File: src/rtl/ctx_prio_select.sv
module ctx_prio_select #(
  parameter int NUM_SOURCES = 40,
  parameter int PRIO_WIDTH  = 3
) (
  input  logic                              clk,
  input  logic                              rst_n,
  input  logic [32*((NUM_SOURCES+31)/32)-1:0] pend_vec,
  input  logic [32*((NUM_SOURCES+31)/32)-1:0] claim_vec,
  input  logic [32*((NUM_SOURCES+31)/32)-1:0] en_vec,
  input  logic [NUM_SOURCES*PRIO_WIDTH-1:0]   prio_vec,
  input  logic [PRIO_WIDTH-1:0]               thresh,
  output logic [$clog2(NUM_SOURCES > 1 ? NUM_SOURCES : 2)-1:0] win_id,
  output logic                              irq
);
  localparam int VEC_W  = 32*((NUM_SOURCES+31)/32);
  localparam int ID_W   = $clog2(NUM_SOURCES > 1 ? NUM_SOURCES : 2);
  localparam int DEPTH  = $clog2(NUM_SOURCES > 1 ? NUM_SOURCES : 2);
  localparam int LEAVES = 1 << DEPTH;

  for (genvar l = 0; l <= DEPTH; l++) begin : lvl
    localparam int NODES = LEAVES >> l;
    logic                  vld [NODES];
    logic [PRIO_WIDTH-1:0] pri [NODES];
    logic [ID_W-1:0]       id  [NODES];

    if (l == 0) begin : leaf
      for (genvar j = 0; j < NODES; j++) begin : src
        if (j != 0 && j < NUM_SOURCES) begin : real_src
          assign vld[j] = pend_vec[j] & ~claim_vec[j] & en_vec[j]
                          & (prio_vec[j*PRIO_WIDTH +: PRIO_WIDTH] > thresh);
          assign pri[j] = prio_vec[j*PRIO_WIDTH +: PRIO_WIDTH];
          assign id[j]  = ID_W'(j);
        end else begin : no_src
          assign vld[j] = 1'b0;
          assign pri[j] = '0;
          assign id[j]  = '0;
        end
      end
    end else begin : merge
      for (genvar j = 0; j < NODES; j++) begin : node
        logic take_hi;
        assign take_hi = lvl[l-1].vld[2*j+1] &
                         (~lvl[l-1].vld[2*j] | (lvl[l-1].pri[2*j+1] > lvl[l-1].pri[2*j]));
        assign vld[j] = lvl[l-1].vld[2*j] | lvl[l-1].vld[2*j+1];
        assign pri[j] = take_hi ? lvl[l-1].pri[2*j+1] : lvl[l-1].pri[2*j];
        assign id[j]  = take_hi ? lvl[l-1].id[2*j+1]  : lvl[l-1].id[2*j];
      end
    end
  end

  always_ff @(posedge clk or negedge rst_n) begin
    if (!rst_n) begin
      win_id <= '0;
      irq    <= 1'b0;
    end else begin
      win_id <= lvl[DEPTH].vld[0] ? lvl[DEPTH].id[0] : '0;
      irq    <= lvl[DEPTH].vld[0];
    end
  end

  logic unused_src0;
  assign unused_src0 = ^{pend_vec[0], claim_vec[0], en_vec[0],
                         prio_vec[PRIO_WIDTH-1:0], lvl[DEPTH].pri[0]};

  logic unused_pad;
  if (VEC_W > NUM_SOURCES) begin : g_pad
    assign unused_pad = ^{pend_vec[VEC_W-1:NUM_SOURCES], claim_vec[VEC_W-1:NUM_SOURCES],
                          en_vec[VEC_W-1:NUM_SOURCES]};
  end else begin : g_nopad
    assign unused_pad = 1'b0;
  end
endmodule

File: config.mk
export PLATFORM = sky130hd
export DESIGN_NAME = ctx_prio_select
export DESIGN_NICKNAME = d
export VERILOG_FILES = /design/src/rtl/ctx_prio_select.sv
export SDC_FILE = /design/constraint.sdc
export NUM_CORES = 1
export LEC_CHECK = 0
export CORE_MARGIN = 2
export CORE_UTILIZATION = 40
export DETAILED_ROUTE_END_ITERATION = 10
export GPL_TIMING_DRIVEN = 0
export PLACE_DENSITY = 0.75
export SYNTH_ARGS = -nofsm -noshare
export SYNTH_HDL_FRONTEND = slang
export SYNTH_SLANG_ARGS = --single-unit
File: constraint.sdc
create_clock -name clk -period 0.8 [get_ports clk]
set_clock_uncertainty 0.2 [all_clocks]
set_input_delay 0.08 -clock clk [delete_from_list [all_inputs] [get_ports clk]]
set_output_delay 0.08 -clock clk [all_outputs]
set_load 0.01 [all_outputs]
* Yosys cells after proc, flatten, opt, wreduce, memory -nomap -nowiden
Cells that the tools add are included. Widths: inputs -> output; s select.
Storage, ports and cells: memories kept 0, word-level logic and storage cells 465, bits in latches 0, output and inout port bits 7, RAM bits 0, bits in read-only memories 0, bits in registers 7
Cells by class: shift operators 0, add/sub/neg operators 0, $lt $le $gt $ge 77, eq/ne operators 0, reduce and logical (&&, ||, !) cells 0, multiplexer cells 78, div/mod/pow operators 0, bitwise operators 308, multiply operators 0
Operators with widths (number):
- $gt 3x3->1 | 77
- $and 1x1->1 | 155
- $mux 3 | 39
- $not 1->1 | 77
- $or 1x1->1 | 76
- $mux 6 | 9
- $mux 1 | 20
- $mux 2 | 10

* Logic depth before layout (Yosys ltp)
depth after elaboration 29, depth in mapped cells 52

* Worst setup path before layout
No wires, ideal clock.
path type input to register, start point in thresh[2], end point reg win_id[2] in the netlist's numbering, data arrival time 9.455 ns, path slack -9.000 ns, required time 0.455 ns, cell stages on the path 45, library setup time 0.145 ns, cells stage by stage inv_1 ha_1 a311oi_1 o211a_1 or2_1 clkbuf_2 mux2_2 ha_1 nand2_1 nor4_1 nor3b_1 a311o_1 or2_1 buf_2 o21ai_0 ha_1 or2_2 a211oi_1 [9 not listed] a21oi_4 mux2i_1 ha_1 a21o_1 a21oi_1 a31oi_1 o21ai_0 clkbuf_1 nor2_1 a21o_1 ha_1 a21o_1 a21oi_1 a31oi_1 o21ai_1 inv_1 a2111oi_0 a221oi_1
Between the ends: longest elaborated chain between the ends 27
Ends and longest elaborated chain:
- from (decl) | line 11 | input logic [PRIO_WIDTH-1:0] thresh,
- $gt 3x3->1 | line 30 | & (prio_vec[j*PRIO_WIDTH +: PRIO_WIDTH] > thresh);
- $and 1x1->1 | line 30
- $not 1->1 | line 43 | (~lvl[l-1].vld[2*j] | (lvl[l-1].pri[2*j+1] > lvl[l-1].pri[2*j]));
- $or 1x1->1 | line 43
- $and 1x1->1 | line 42 | assign take_hi = lvl[l-1].vld[2*j+1] &
- $mux 3 | line 45 | assign pri[j] = take_hi ? lvl[l-1].pri[2*j+1] : lvl[l-1].pri[2*j];
- $gt 3x3->1 | line 43
- $or 1x1->1 | line 43
- [11 not listed]
- $or 1x1->1 | line 43
- $and 1x1->1 | line 42
- $mux 3 | line 45
- $gt 3x3->1 | line 43
- $or 1x1->1 | line 43
- $and 1x1->1 | line 42
- $mux 6 | line 46 | assign id[j] = take_hi ? lvl[l-1].id[2*j+1] : lvl[l-1].id[2*j];
- $mux 6 (*) | line 56 | win_id <= lvl[DEPTH].vld[0] ? lvl[DEPTH].id[0] : '0;
- to (signal assigned) | line 56
- to (decl) | line 12 | output logic [$clog2(NUM_SOURCES > 1 ? NUM_SOURCES : 2)-1:0] win_id,
Mark *: on every way between the ends. The rest lies on a longest branch, timed or not.

* Final worst setup path
start point in thresh[1], end point reg win_id[2] in the netlist's numbering
Same word-level chain as after synthesis.

==> impl_metrics.ini <==
[outcome]
status = finished, violations left
violations = negative hold slack, negative setup slack

[global_routing]
grt_pass1_vias = 9556
track_usage_pct = 23.78
grt_pass1_wl_um = 43550
antenna_found_initial = 0
grt_max_degree = 22
grt-ovfl-total = 0

[drt]
drt_wl_total_um = 27310
drt_iter0_markers = 276
ant_nets = 0
wl_per_cell_um = 15.43
vias = 9647
via_per_inst = 5.450
dr.pass1.iters = 4
remaining_drc_errors = 0

[cells_and_area]
multi_input_area_mm2 = 0.008170
final_common_cell = clkdlybuf4s50_1
seqCellArea_um2 = 175.2
nFillCells = 1626
area_growth_pct = 63.45
drive_above_1_share_pct = 23.92
finalInstanceArea_mm2 = 0.01313
n_antenna_cell = 0
final_cell_mix = clkdlybuf4s50_1, ha_1, inv_1
nets = 2041

[worst_setup_path]
path_delay_family = compound AO/OA/AOI/OAI gates
critPathSlowestCell = o41a_1
worst_setup_path_start_kind = input pin
cpPeakStageDelay_ns = 0.45
worst-path-buf-inv = 12
path_max_fanout = 8
critPathKind = in2reg
cp.required_ns = 0.70
critPathArrivalTime_ns = 8.46
crit_path_end_kind = flop

[yosys]
syn_area_mm2 = 0.008034
syn_nets = 1638
ys_ff_latch = 7
yosys_warnings = 0
synthCells = 1103
synth_flop_cell = dfrtp_1
synth_edf_count = 0
async_flop_share_pct = 100.0
ys_seq_area_share_pct = 2.180
synth.distinct_cells = 73
syn_area_per_cell_um2 = 7.284

[die]
coreArea_mm2 = 0.01959
fp-row-count = 51
die_w_um = 145.7
boundaryPins = 324
start_util_pct = 41.01
die_y_um = 145.7
die-area_mm2 = 0.02123

[timing]
worst_slack_ns = -7.756
drv_slew = 0
holdWs_ns = -0.09092
tightest_slew_ns = 0.6181
final-setup-viol-count = 14
timing.fmax_mhz = 116.9
fin_crit_sh_pct = 1070
hold_viol = 7
slew-limit-headroom_pct = 58.79
rsz0062_at_grt = yes
fin_crit_ns = 8.556

[place]
gp_congestion = 0.8455
post_dp_cell_area_mm2 = 0.01101
hpwlAfterDp_um = 19710
portBuffers = 245

[clock_tree]
cts.sinks = 7
root_buffer = clkbuf_16
h-tree-depth = 1
clk_pin_slew_ns = 0.04
cts_buffer_depth = 2
cts_buffers = 3
cts_tree = yes

[job]
cap_violations = 0

[pwr]
ir_drop_v = 0.0006935
power.leakage_nw = 6.362
p_per_area_mw_per_mm2 = 925.3

[worst_hold_path]
hp-class = in2async
## per-layer routing
layer,GRT usage [%],vias up,share of wire [%]
met3,1.975,39,4.4
met4,5.147,0,1.8
met1,29.65,4463,44
li1,-,4883,-
met2,44.29,262,50
met5,0,-,0
## worst paths after layout
kind	start	endpoint	cells past startpoint
setup / recovery	thresh[1]	win_id[2]	51
hold / removal	rst_n	irq	1
max in group asynchronous	rst_n	win_id[1]	1
min in group clk	prio_vec[7]	win_id[1]	6
## cell type report
type                       count  share of cell area, %
buffer                         4                 0.2573
clock buffer                   4                 0.6003
inverter                     155                  4.488
multi-input combinational    934                  62.22
sequential                     7                  1.334
tap                          265                  2.525
timing repair buffer         397                  28.35
timing repair inverter         4                 0.2287
## synth_stat cells, types with 4 or more instances
library cell  instances  share of area (%)
a32oi_1               6               0.65
a21oi_1              75                4.7
o21a_1               25                2.3
nor2b_1              35                2.7
nand3b_1              5               0.47
a21o_1               28                2.6
nor3_1                8               0.50
ha_1                218                 34
dfrtp_1               7                2.2
or2_2                 6               0.47
clkbuf_1              4               0.19
nor2_1               59                2.8
mux2i_1              51                6.4
nand2b_1              5               0.39
o21ai_1              13               0.81
o21ai_0              63                3.9
and3_1               17                1.3
a211oi_1              9               0.84
o211ai_1              9               0.84
nand4b_1              6               0.65
o21bai_1              4               0.37
inv_1               155                7.2
nand2_1             104                4.9
o211a_1               5               0.62
and2_1                9               0.70
a31oi_1              16                1.2
nand3_1              43                2.7
nor4_1               13                1.0
a311oi_1             19                2.1
mux2_2               20                2.8
## stage by stage
step / setup WS, ns / setup TNS (ns) / utilization [%] / std cells / power, mW
6_report: -7.756 / -49.35 / 67.03 / 1770 / 12.15
5_1_grt: -8.079 / -51.54 / 67.03 / 1770 / 13.21
4_1_cts: -7.506 / -47.32 / 63.98 / 1736 / 11.03
3_5_place_dp: -10.24 / -66.78 / 56.20 / 1614 / 8.323
3_3_place_gp: -10.52 / -68.65 / 56.08 / 1613 / 8.085
2_1_floorplan: -8.073 / -49.63 / - / 1103 / 5.441
## flip-flops by register name (all words and copies together) (netlist names)
| signal | cells |
|---|---|
| irq | 1 |
| win_id | 6 |
## kinds of logic after synthesis
group / share of synthesized area (%)
adder cells (fa/ha/maj): 34.20
AND/OR/NAND/NOR: 20.04
multiplexers: 9.344
AO/OA/AOI/OAI: 26.62
buffers and inverters: 7.616
flip-flops: 2.180
## power by group
part	leakage, nW	total, mW	switching (mW)	internal, mW
Combinational	6.24	10.7	5.05	5.66
Clock	0.0382	0.871	0.206	0.665
Sequential	0.0867	0.571	0.0712	0.500
## repair_timing
action / in CTS / in global routing
setup endpoints to repair: 14 / 14
pin swaps: 60 / 49
buffers inserted: 116 / 35
cloned: 4 / 0
gates resized for setup: 208 / 77
endpoints found under the hold margin: 7 / 7
(Power assumes the default switching activity.)
